## src/rtl/lpc_fw_pkg.sv

```systemverilog
package lpc_fw_pkg;
  localparam int NIB_W  = 4;
  localparam int BYTE_W = 8;

  localparam logic [NIB_W-1:0] NIB_START = 4'h0;
  localparam logic [NIB_W-1:0] NIB_WAIT  = 4'h5;
  localparam logic [NIB_W-1:0] NIB_READY = 4'h0;
  localparam logic [NIB_W-1:0] NIB_TURN  = 4'hF;

  typedef enum logic [3:0] {
    S_IDLE,
    S_TYPE,
    S_ADDR,
    S_WDAT,
    S_HTAR,
    S_WSYNC,
    S_RSYNC,
    S_RDAT,
    S_TTAR
  } lpc_state_e;

  function automatic logic type_ok(input logic [NIB_W-1:0] t);
    return (t[3:2] == 2'b01) && (t[1] || !t[0]);
  endfunction
endpackage

```

## src/rtl/lpc_fw_decode.sv

```systemverilog
module lpc_fw_decode #(
  parameter int ADDR_W = 32,
  parameter int ARR_AW = 19,
  parameter int ID_W   = 4
) (
  input  logic [ADDR_W-1:0] addr_cand,
  input  logic [ID_W-1:0]   strap,
  output logic              hit,
  output logic              is_reg
);
  localparam int SEL_BIT = ARR_AW + ID_W;
  localparam int WIN_W   = ADDR_W - SEL_BIT - 1;

  logic [WIN_W-1:0] win;
  logic             win_top;
  logic             win_bot;
  logic             id_match;

  always_comb begin
    win      = addr_cand[ADDR_W-1:SEL_BIT+1];
    win_top  = &win;
    win_bot  = ~|win;
    id_match = (addr_cand[SEL_BIT-1:ARR_AW] == strap);
    hit      = (win_top || win_bot) && id_match;
    is_reg   = win_top ? ~addr_cand[SEL_BIT] : addr_cand[SEL_BIT];
  end
endmodule

```

## src/rtl/lpc_fw_seq.sv

```systemverilog
module lpc_fw_seq
  import lpc_fw_pkg::*;
#(
  parameter int ADDR_W = 32,
  parameter int ARR_AW = 19,
  parameter int WAIT_N = 2
) (
  input  logic                clk,
  input  logic                rst,
  input  logic                frame_n,
  input  logic [NIB_W-1:0]    lad_in,
  output logic [ADDR_W-1:0]   addr_cand,
  input  logic                dec_hit,
  input  logic                dec_is_reg,
  input  logic [BYTE_W-1:0]   mem_rdata,
  output logic                drv_en,
  output logic [NIB_W-1:0]    drv_nib,
  output logic                mem_req,
  output logic                mem_we,
  output logic                mem_is_reg,
  output logic [ARR_AW-1:0]   mem_addr,
  output logic [BYTE_W-1:0]   mem_wdata
);
  localparam int NIBS    = ADDR_W / NIB_W;
  localparam int CNT_MAX = (NIBS > WAIT_N) ? NIBS : WAIT_N;
  localparam int CNT_W   = $clog2(CNT_MAX + 1);
  localparam int SR_W    = ADDR_W - NIB_W;

  lpc_state_e         st, nxt;
  logic [CNT_W-1:0]   cnt, cnt_n;
  logic               is_wr;
  logic [SR_W-1:0]    addr_sr;
  logic [NIB_W-1:0]   lo_nib;
  logic [BYTE_W-1:0]  rd_byte;
  logic               last_addr;

  assign addr_cand = {addr_sr, lad_in};
  assign last_addr = (cnt == CNT_W'(NIBS - 1));

  always_comb begin
    nxt   = st;
    cnt_n = cnt;
    if (!frame_n) begin
      cnt_n = '0;
      nxt   = (lad_in == NIB_START) ? S_TYPE : S_IDLE;
    end else begin
      case (st)
        S_IDLE: nxt = S_IDLE;
        S_TYPE: begin
          cnt_n = '0;
          nxt   = type_ok(lad_in) ? S_ADDR : S_IDLE;
        end
        S_ADDR: begin
          if (last_addr) begin
            cnt_n = '0;
            nxt   = !dec_hit ? S_IDLE : (is_wr ? S_WDAT : S_HTAR);
          end else begin
            cnt_n = cnt + CNT_W'(1);
          end
        end
        S_WDAT: begin
          if (cnt == CNT_W'(1)) begin
            cnt_n = '0;
            nxt   = S_HTAR;
          end else begin
            cnt_n = cnt + CNT_W'(1);
          end
        end
        S_HTAR: begin
          if (cnt == CNT_W'(1)) begin
            cnt_n = '0;
            nxt   = is_wr ? S_RSYNC : S_WSYNC;
          end else begin
            cnt_n = cnt + CNT_W'(1);
          end
        end
        S_WSYNC: begin
          if (cnt == CNT_W'(WAIT_N - 1)) begin
            cnt_n = '0;
            nxt   = S_RSYNC;
          end else begin
            cnt_n = cnt + CNT_W'(1);
          end
        end
        S_RSYNC: begin
          cnt_n = '0;
          nxt   = is_wr ? S_TTAR : S_RDAT;
        end
        S_RDAT: begin
          if (cnt == CNT_W'(1)) begin
            cnt_n = '0;
            nxt   = S_TTAR;
          end else begin
            cnt_n = cnt + CNT_W'(1);
          end
        end
        S_TTAR:  nxt = S_IDLE;
        default: nxt = S_IDLE;
      endcase
    end
  end

  always_comb begin
    drv_en  = 1'b0;
    drv_nib = NIB_TURN;
    case (nxt)
      S_WSYNC: begin drv_en = 1'b1; drv_nib = NIB_WAIT;  end
      S_RSYNC: begin drv_en = 1'b1; drv_nib = NIB_READY; end
      S_RDAT: begin
        drv_en  = 1'b1;
        drv_nib = (cnt_n == '0) ? rd_byte[NIB_W-1:0] : rd_byte[BYTE_W-1:NIB_W];
      end
      S_TTAR:  begin drv_en = 1'b1; drv_nib = NIB_TURN;  end
      default: begin drv_en = 1'b0; drv_nib = NIB_TURN;  end
    endcase
  end

  always_ff @(posedge clk) begin
    if (rst) begin
      st         <= S_IDLE;
      cnt        <= '0;
      is_wr      <= 1'b0;
      addr_sr    <= '0;
      lo_nib     <= '0;
      rd_byte    <= '0;
      mem_req    <= 1'b0;
      mem_we     <= 1'b0;
      mem_is_reg <= 1'b0;
      mem_addr   <= '0;
      mem_wdata  <= '0;
    end else begin
      st      <= nxt;
      cnt     <= cnt_n;
      mem_req <= 1'b0;
      if (frame_n) begin
        case (st)
          S_TYPE: is_wr <= lad_in[1];
          S_ADDR: begin
            addr_sr <= addr_cand[SR_W-1:0];
            if (last_addr && dec_hit) begin
              mem_addr   <= addr_cand[ARR_AW-1:0];
              mem_is_reg <= dec_is_reg;
              if (!is_wr) begin
                mem_req <= 1'b1;
                mem_we  <= 1'b0;
              end
            end
          end
          S_WDAT: begin
            if (cnt == '0) begin
              lo_nib <= lad_in;
            end else begin
              mem_wdata <= {lad_in, lo_nib};
              mem_req   <= 1'b1;
              mem_we    <= 1'b1;
            end
          end
          S_HTAR: begin
            if (cnt == CNT_W'(1) && !is_wr) rd_byte <= mem_rdata;
          end
          default: ;
        endcase
      end
    end
  end
endmodule

```

## src/rtl/lpc_fw_drive.sv

```systemverilog
module lpc_fw_drive
  import lpc_fw_pkg::*;
(
  input  logic             clk,
  input  logic             rst,
  input  logic             frame_n,
  input  logic             drv_en,
  input  logic [NIB_W-1:0] drv_nib,
  output logic [NIB_W-1:0] lad_out,
  output logic             lad_oe
);
  logic             oe_q;
  logic [NIB_W-1:0] nib_q;

  always_ff @(posedge clk) begin
    if (rst) begin
      oe_q  <= 1'b0;
      nib_q <= NIB_TURN;
    end else begin
      oe_q  <= drv_en;
      nib_q <= drv_nib;
    end
  end

  assign lad_oe  = oe_q & frame_n;
  assign lad_out = nib_q;
endmodule

```

## src/rtl/lpc_fwmem_target.sv

```systemverilog
module lpc_fwmem_target #(
  parameter int ADDR_W = 32,
  parameter int ARR_AW = 19,
  parameter int ID_W   = 4,
  parameter int WAIT_N = 2
) (
  input  logic              clk,
  input  logic              rst,
  input  logic              frame_n,
  input  logic [3:0]        lad_in,
  output logic [3:0]        lad_out,
  output logic              lad_oe,
  input  logic [ID_W-1:0]   strap_id,
  output logic              mem_req,
  output logic              mem_we,
  output logic              mem_is_reg,
  output logic [ARR_AW-1:0] mem_addr,
  output logic [7:0]        mem_wdata,
  input  logic [7:0]        mem_rdata
);
  logic [ADDR_W-1:0] addr_cand;
  logic              dec_hit;
  logic              dec_is_reg;
  logic              drv_en;
  logic [3:0]        drv_nib;

  lpc_fw_decode #(.ADDR_W(ADDR_W), .ARR_AW(ARR_AW), .ID_W(ID_W)) u_dec (
    .addr_cand (addr_cand),
    .strap     (strap_id),
    .hit       (dec_hit),
    .is_reg    (dec_is_reg)
  );

  lpc_fw_seq #(.ADDR_W(ADDR_W), .ARR_AW(ARR_AW), .WAIT_N(WAIT_N)) u_seq (
    .clk        (clk),
    .rst        (rst),
    .frame_n    (frame_n),
    .lad_in     (lad_in),
    .addr_cand  (addr_cand),
    .dec_hit    (dec_hit),
    .dec_is_reg (dec_is_reg),
    .mem_rdata  (mem_rdata),
    .drv_en     (drv_en),
    .drv_nib    (drv_nib),
    .mem_req    (mem_req),
    .mem_we     (mem_we),
    .mem_is_reg (mem_is_reg),
    .mem_addr   (mem_addr),
    .mem_wdata  (mem_wdata)
  );

  lpc_fw_drive u_drv (
    .clk     (clk),
    .rst     (rst),
    .frame_n (frame_n),
    .drv_en  (drv_en),
    .drv_nib (drv_nib),
    .lad_out (lad_out),
    .lad_oe  (lad_oe)
  );
endmodule

```

## config.mk

```make
export PLATFORM = sky130hd
export DESIGN_NAME = lpc_fwmem_target
export DESIGN_NICKNAME = d
export VERILOG_FILES = /design/src/rtl/lpc_fw_pkg.sv /design/src/rtl/lpc_fw_decode.sv /design/src/rtl/lpc_fw_seq.sv /design/src/rtl/lpc_fw_drive.sv /design/src/rtl/lpc_fwmem_target.sv
export SDC_FILE = /design/constraint.sdc
export NUM_CORES = 1
export LEC_CHECK = 0
export BUFFER_PORTS_ARGS = -buffer_cell sky130_fd_sc_hd__buf_2
export CORE_MARGIN = 2
export CORE_UTILIZATION = 35
export CTS_CLUSTER_DIAMETER = 40
export DETAILED_ROUTE_END_ITERATION = 8
export GPL_TIMING_DRIVEN = 0
export SYNTH_ARGS = -nofsm -noshare
export SYNTH_HDL_FRONTEND = slang
export SYNTH_SLANG_ARGS = --single-unit
```

## constraint.sdc

```tcl
create_clock -name clk -period 5.23 [get_ports clk]
set_clock_uncertainty 0.1 [all_clocks]
set_input_delay 1.046 -clock clk [delete_from_list [all_inputs] [get_ports clk]]
set_output_delay 1.046 -clock clk [all_outputs]
set_load 0.02 [all_outputs]
```

After elaboration in Yosys (flattened, before gate mapping). Cells that the tools add are included.

Register bits: 84. Word-level logic and storage cells: 91. Bits of input ports: 19. Output and inout bits: 35.

Add/sub/neg operators: 1. Bitwise logic cells: 4. Muxes and demuxes: 29. Eq/ne operators: 18. Reduce and logical (&&, ||, !) cells: 26.

Operators with widths (number): 4-bit two-way mux (12); 4-bit by 3-bit equality test with 1-bit output, second input constant (8); 4-bit one-hot mux with 7 select lines (1); 4-bit one-hot mux with 3 select lines (2); 4-bit logical NOT (3); 3-bit AND reduction (4); 1-bit two-way mux (9); 4-bit by 1-bit equality test with 1-bit output, second input constant (2); 4-bit by 2-bit equality test with 1-bit output, second input constant (2); 8-bit AND reduction (1); 4-bit OR reduction (2); 8-bit OR reduction (1); 5-bit AND reduction (1); 4-bit by 1-bit adder with 4-bit output, second input constant (1); 4-bit equality test (1); 4-bit equality test, second input constant (1); 1-bit logical AND (4); 2-bit two-way mux (2); 2-bit inequality test, second input constant (2); 1-bit one-hot mux with 2 select lines (2); 2-bit AND reduction (2); 2-bit OR reduction (2); 1-bit logical NOT (3); 3-bit two-way mux (1); 6 further kinds (9).

Logic depth before layout (Yosys ltp). Gate-level depths: netlist of run 1.

Depth in word-level cells: 11. Mapped depth: 8. Depth with buffers taken out: 8.

Hierarchy. From an unflattened synthesis of run 1, not the netlist that was laid out.

Cells, all modules: 438. Area, all modules: 3651.0 sq um.

Modules (own cells, without submodules): lpc_fw_seq (cells each 414, instances 1, sequential area each 1581.5 sq um, area each 3409.5 sq um); lpc_fw_drive (cells each 11, instances 1, sequential area each 100.1 sq um, area each 137.6 sq um); lpc_fw_decode (cells each 13, instances 1, sequential area each 0.0 sq um, area each 103.8 sq um).

Least setup slack after synthesis of run 1. Ideal clock, no wire load.

Path type: input -> output. Start point: input frame_n. End point: output lad_oe. Path slack: 2557 ps. Arrival: 1527 ps. Stages on the path: 2. Buffers on the path: 1. Data required time: 4084 ps. Cell sequence: clkbuf_1 -> and2_1.

Word-level cells in the longest chain between the ends: 1.

Ends and longest elaborated chain: start, declared (RTL line lpc_fwmem_target.sv:9) `input logic frame_n,`; 1-bit bitwise AND (RTL line lpc_fw_drive.sv:25) `assign lad_oe = oe_q & frame_n;`; end, declared (RTL line lpc_fwmem_target.sv:12) `output logic lad_oe,`.

Every way passes these cells.

Final worst setup path of run 1. Ends and elaborated chain as after synthesis.

==> results of run 1 <==
[synth_stat cells, drive strengths merged, types with 2 or more instances]
library cell  number  area (um^2)
nand2            101          379
xnor2              6         52.6
and2               4         25.0
and3b              2         17.5
nand3              3         15.0
clkbuf            17         63.8
a21oi             53          273
nand4b             3         26.3
o21ai             10         50.1
nor4               2         12.5
a2111oi            3         32.5
buf               10         60.1
nand2b             5         31.3
nor2              36          135
or4                2         15.0
nor3               8         56.3
or3b               2         20.0
nand4              3         18.8
or2                5         31.3
ha                 3         37.5
nor2b              3         18.8
mux2               2         26.3
inv                5         18.8
a211oi             6         55.1
dfxtp             84         1680
nor3b              3         27.5
mux2i             26          260
[path summary, 6_finish.rpt]
kind / slack [ps] / startpoint / end / cells past startpoint
max: 2370 / frame_n / lad_oe / 3
min: 350 / u_seq.mem_addr[14] / u_seq.mem_addr[14] / 2
max reg2reg: 2630 / u_seq.cnt[0] / u_drv.oe_q / 7
min reg2reg: 350 / u_seq.mem_addr[14] / u_seq.mem_addr[14] / 2
[stage by stage]
step / instance area [um^2] / std cells / util, % / hold WS [ps] / total power, mW
finish: 4200 / 621 / 42.6 / 352 / 1.12
global route: 4200 / 621 / 42.6 / 380 / 1.16
CTS: 4200 / 621 / 42.6 / 356 / 1.13
global placement: 4020 / 606 / 40.7 / 343 / 0.686
detailed placement: 4020 / 606 / 40.7 / 344 / 0.687
floorplan: 3590 / 421 / - / 345 / 0.670
[power groups by stage]
stage                     sequential [mW]  clock [mW]  combinational, mW
after floorplan                     0.654           0             0.0158
after global placement              0.654           0             0.0320
after detailed placement            0.654           0             0.0322
after CTS                           0.639       0.461             0.0323
after global routing                0.639       0.490             0.0349
final                               0.639       0.450             0.0317
[kinds of logic (layout without fill, tap and decap cells)]
logic type               count (synthesis)  count (layout)  share of synthesized area (%)
multiplexers                            28              28                           7.98
XOR/XNOR                                 7               7                           1.71
AND/OR/NAND/NOR                        186             186                           24.3
flip-flops                              84              84                           46.9
adder cells (fa/ha/maj)                  3               3                           1.05
AO/OA/AOI/OAI                           81              81                           14.1
buffers and inverters                   32              99                           3.97
[critical path: cells and delay by family]
kind          cells  cell delay [ps]
buf+inv           2              480
simple gates      1              180
[area by class of cell]
class                   instances  area share, %
multi-input cells             305           42.0
flip-flops and latches         84           40.1
repair buffers                 52           6.20
well taps                     133           3.96
clock buffers                  11           3.13
plain buffers                  27           2.95
clock inverters                 4           1.22
inverters                       5          0.447
[per-layer routing]
layer  wire length [um]  part of all wire, %  vias to the layer above
met5                  0                    0                        -
met4                216                  2.5                        0
met3                293                  3.5                       17
met2               3940                   46                       66
met1               4040                   48                     1471
li1                   -                    -                     1553
==> metrics.csv, run 1 <==
metric,value,unit
"commonest non-fill, non-tap cell in the layout",nand2_1,
GPL Wtd Cong,0.809,
"Req. time, crit path",4080,ps
H-tree depth,3,
met1 Resource Use GR,20.8,%
CTS tree,done,
power density cells,267,nW/um^2
DP Wirelength,6150,um
fillers,1027,
Multi-input gate area,1760,um^2
CP Capture Type,output pin,
cell row count,36,
asr flop ratio synth,0,%
Max Buffers Root-to-Sink,2,
final hold vios,0,
Pre-Repair DR Iteration Count,4,
Detail Route Antenna Nets,0,
leakage,1.58,nW
GRT met2 Usage,25.0,%
Post-layout nets,506,
DR WL/cell,13.7,um
max-cap violations,0,
Final setup viols,0,
Storage cell area,1680,um^2
combinational share of power,2.8,%
CP Data Arrival Time,1710,ps
fin. max-slew vios,0,
GRT overflow,0,
post-synthesis cell area,3590,um^2
Core Box Area,9860,um^2
IO Pins,54,
Gate Count Post-Synth,421,
die width,105,um
Crit-path slowest cell,clkbuf_1,
Syn-to-layout area delta,17.0,%
Sink Count,84,
Seq pwr share,57.0,%
total number of vias,3107,
maximum clock frequency,350,MHz
Initial DRC Count,159,
share of post-route cells with drive strength above 1,18.9,%
Most Crowded Layer GR,met2,
Post-synth EDFFs,0,
Tcrit/Tclk final,54.7,%
"Seq/Total Area, Yosys",46.9,%
Top reg by flops,u_seq.addr_sr,
Remaining DRCs,0,
Root Driver,clkbuf_8,
setup_tns,0,ps
Post-Syn Nets,443,
met3 GRT Util,3.28,%
HP Class,reg2reg,
Die ar.,11100,um^2
WS Path Type,in2out,
crit-path cells,clkbuf_1 -> and2_1 -> buf_2,
worst vdd ir,0.000140,V
unrepaired setup endpoints after global routing,no,
worst skew pair latency,360,ps
largest net degree at the start of global routing,14,
vias in the first global route,2915,
PortBufs,52,
WL final,8480,um
Sw Share,22.6,%
most frequent cells in the layout,"nand2_1 (101), dfxtp_1 (84), buf_2 (58)",
Via density,5.00,
global-route wire length before repair,14100,um
post_cts resized,0,
post-CTS setup repair buffer count,0,
number of buffers created by CTS,9,
Worst-Margin Slew,627,ps
Worst-path clk slew,80,ps
CP startpoint kind,input pin,
Post-synth top flop,dfxtp_1,
hold_buf cts,0,
pre-CTS setup slack,2310,ps
biggest regs,"u_seq.addr_sr: 28 flops, u_seq.mem_addr: 19 flops",
All-Layer GR Usage,16.1,%
post-layout minimum cycle time,2860,ps
max reg flops,28,
synthesized flop and latch total,84,
Initial Util,36.4,%
internal power,0.868,mW
clock share of power,40.2,%
Synthesis Warnings,0,
final antenna diode count,0,
Max-slew headroom,58.2,%
switching power,0.253,mW
Cell variety after synth,53,
DIE HEIGHT,105,um
crit-path max cell delay,330,ps
CP Max Fanout,9,
Synth Area per Inst,8.52,um^2
initial antenna violation count,0,
run status,completed,
"Worst Setup Slack, final",2370,ps
Power figures use the tool's default switching activity.
==> run 2, diff against run 1 <==
--- a/config.mk
+++ b/config.mk
@@ -5,6 +5,7 @@
 export SDC_FILE = /design/constraint.sdc
 export NUM_CORES = 1
 export LEC_CHECK = 0
+export ABC_AREA = 1
 export BUFFER_PORTS_ARGS = -buffer_cell sky130_fd_sc_hd__buf_2
 export CORE_MARGIN = 2
 export CORE_UTILIZATION = 35
==> constraint.sdc (replaced) <==
create_clock -name clk -period 2.94 [get_ports clk]
set_clock_uncertainty 0.1 [all_clocks]
set_input_delay 0.588 -clock clk [delete_from_list [all_inputs] [get_ports clk]]
set_output_delay 0.588 -clock clk [all_outputs]
set_load 0.02 [all_outputs]
==> run 2 against run 1 <==
- synthesized area is 4.2% higher
- final area grew 4.8%
- sequential power rose by 78%
- sequential cell count stayed put
- non-clock buffer count shrank 7
- hold slack got worse by 5.1 ps
- via count up 8.2%
- critical path depth rose by 9
- critical endpoint is now u_drv.lad_out[2]
- largest cell class is now registers
==> metrics.csv, run 2 <==
metric,value,unit,change
Worst-Margin Slew,538,ps,-89.6 ps
GRT overflow,0,,unchanged
switching power,0.473,mW,+87%
DR WL/cell,12.5,um,-8.5%
crit-path cells,ha_1 -> inv_1 -> nor2_1 -> nor2_1 -> nand2_1 -> nand3_1 -> nand3_2 -> nand2_2 -> nor2_1 -> nand2_1 -> nand3_1 -> nand2_1,,
PortBufs,53,,+1.9%
Synth Area per Inst,7.42,um^2,-13%
Layout Utilization,42.4,%,-0.13 points
design area,4400,um^2,+4.8%
r2r worst-path depth,12,,+5
"commonest non-fill, non-tap cell in the layout",dfxtp_1,,
cell row count,37,,+2.8%
r2r setup slk,860,ps,-1770 ps
final hold vios,0,,unchanged
DIE HEIGHT,107,um,+2.0%
HP Class,reg2reg,,
share of post-route cells with drive strength above 1,19.1,%,+0.20 points
Post-synth EDFFs,0,,unchanged
post-synth top area cell,dfxtp_1,,
initial antenna violation count,0,,unchanged
largest net degree at the start of global routing,14,,unchanged
Placed Instance Area,4180,um^2,+4.0%
Die ar.,11500,um^2,+4.1%
post-layout minimum cycle time,2080,ps,
Post-layout nets,590,,+17%
synthesized flop and latch total,84,,unchanged
Gate Count Post-Synth,504,,+20%
Detail Route Antenna Nets,0,,unchanged
post_cts resized,0,,unchanged
WS Path Type,reg2reg,,
Syn-to-layout area delta,17.6,%,
CP Max Fanout,6,,-3
Root Driver,clkbuf_8,,
setup_tns,0,ps,unchanged
"top cells by area, synth","dfxtp_1 (45%), nand2_1 (7.3%), a21oi_1 (7.2%), inv_1 (7.1%), nor2_1 (6.5%)",,
max reg flops,28,,unchanged
fin. max-slew vios,0,,unchanged
Multi-input gate area,1670,um^2,-5.3%
H-tree depth,3,,unchanged
leakage,2.06,nW,+31%
Tcrit/Tclk final,70.8,%,
IO Pins,54,,unchanged
asr flop ratio synth,0,%,unchanged
Worst-path clk slew,80,ps,about the same
FF-to-FF End,u_drv.lad_out[2],,
Max-slew headroom,64.2,%,+6.0 points
worst skew pair latency,350,ps,about the same
post-synthesis cell area,3740,um^2,+4.2%
Synthesis Warnings,0,,unchanged
CTS tree,done,,
WP buf/inv,1,,-1
CP Data Arrival Time,2220,ps,+510 ps
biggest regs,"u_seq.addr_sr: 28 flops, u_seq.mem_addr: 19 flops",,
Pre-Repair DR Iteration Count,7,,+3
combinational share of power,4.5,%,+1.7 points
hold wc startpoint,u_seq.mem_addr[1],,
unrepaired setup endpoints after global routing,no,,
power density cells,491,nW/um^2,+84%
max-cap violations,0,,unchanged
hold depth,2,,unchanged
post-CTS setup repair buffer count,0,,unchanged
clock share of power,42.6,%,+2.4 points
RR Startpoint,u_seq.cnt[0],,
Crit-path slowest cell,dfxtp_1,,
Commonest cells post-synth,"dfxtp_1 (84), nand2_1 (73), inv_1 (71)",,
Top Family by Delay on Critical Path,simple AND/OR/NAND/NOR gates,,
maximum clock frequency,481,MHz,
GPL Wtd Cong,0.861,,+6.5%
Post-synth top flop,dfxtp_1,,
number of buffers created by CTS,9,,unchanged
most frequent cells in the layout,"dfxtp_1 (84), nand2_1 (73), inv_1 (71)",,
die width,107,um,+2.0%
Sink Count,84,,unchanged
Initial Util,36.1,%,-0.31 points
Sw Share,21.9,%,-0.74 points
area share of the leading cell type in the synthesized netlist,45.0,%,-1.9 points
"Req. time, crit path",3080,ps,-1000 ps
CP Capture Type,flop,,
WL final,8850,um,+4.3%
DP Wirelength,6750,um,+9.8%
Initial DRC Count,187,,+18%
crit-path max cell delay,440,ps,+110 ps
worst vdd ir,0.000324,V,+130%
run status,completed,,
Cell variety after synth,30,,-43%
total number of vias,3362,,+8.2%
Post-Syn Nets,526,,+19%
Final setup viols,0,,unchanged
vias in the first global route,3202,,+9.8%
CP startpoint kind,flop,,
hold_buf cts,0,,unchanged
Via density,4.75,,-5.1%
Seq pwr share,53.0,%,-4.0 points
most common cell in the synthesized netlist,dfxtp_1,,
All-Layer GR Usage,16.3,%,+0.25 points
fillers,1103,,+7.4%
Remaining DRCs,0,,unchanged
"Seq/Total Area, Yosys",45.0,%,-1.9 points
Max Buffers Root-to-Sink,2,,unchanged
global-route wire length before repair,14900,um,+5.7%
final antenna diode count,0,,unchanged
Core Box Area,10400,um^2,+5.1%
Storage cell area,1680,um^2,unchanged
hold path endpoint,u_seq.mem_addr[1],,
Top reg by flops,u_seq.addr_sr,,
internal power,1.69,mW,+95%
## run 2: changes by cell type after synthesis, sizes merged, moves of 15 or more
| cell | before | now |
|---|---|---|
| nand2 | 101 | 83 |
| o21ai | 10 | 51 |
| nand3 | 3 | 29 |
| inv | 5 | 77 |
| nor2 | 36 | 74 |
| mux2i | 26 | 0 |
| o211a | 0 | 15 |
## run 2: worst max path at each step
| stage | startpoint | endpoint | slack, ps | cells past startpoint |
|---|---|---|---|---|
| 5_1_grt | u_seq.cnt[0] | u_drv.lad_out[2] | 630 | 12 |
| 3_5_place_dp | strap_id[3] | u_seq.mem_is_reg | 800 | 11 |
| 4_1_cts | u_seq.cnt[0] | u_drv.lad_out[0] | 880 | 12 |
| 6_report | u_seq.cnt[0] | u_drv.lad_out[2] | 860 | 12 |
| 2_1_floorplan | strap_id[3] | u_seq.mem_addr[18] | 1240 | 10 |
| 3_3_place_gp | strap_id[3] | u_seq.mem_addr[18] | 820 | 11 |
## run 2: cell type report
cell class,instances,share of cell area [%]
clock buffer,11,3.44
buffer,19,2.16
tap,136,3.87
clock inverter,4,1.65
timing repair buffer,53,6.03
multi-input combinational,323,38.0
inverter,78,6.66
sequential,84,38.2
## run 2: worst min-delay path, stage by stage (launching register included)
cell and delay, ps:
dfxtp_1 310, inv_1 40, a21oi_1 50
## run 2: power by group through the flow
stage	logic, mW	registers (mW)	clock network (mW)
floorplan	0.0594	1.17	0
global placement	0.0954	1.17	0
detailed placement	0.0962	1.17	0
CTS	0.0969	1.14	0.943
global route	0.110	1.15	0.996
finish	0.0966	1.14	0.921
## run 2: cells by family after synthesis
| logic type | after synthesis | synth area share [%] |
|---|---|---|
| and+or+nand+nor | 195 | 24.4 |
| AOI/OAI and AO/OA | 124 | 19.1 |
| buffers and inverters | 97 | 10.4 |
| DFF | 84 | 45.0 |
| adders and majority gates | 3 | 1.00 |
| xor gates and xnor gates | 1 | 0.234 |
## run 2: per-layer routing
layer  track usage, %  vias up  wire length, um
li1                 -     1750                -
met1             21.7     1531             4280
met2             26.1       72             4020
met3             3.33        9              418
met4             5.86        0              131
met5                0        -                0
## run 2: stage by stage
step                      setup slack [ps]  power, mW  hold slack [ps]  std cells
after floorplan                       1240       1.23              324        504
after global placement                 820       1.27              331        693
after detailed placement               801       1.27              338        693
after CTS                              880       2.19              353        708
after global routing                   633       2.25              366        708
final                                  860       2.16              347        708
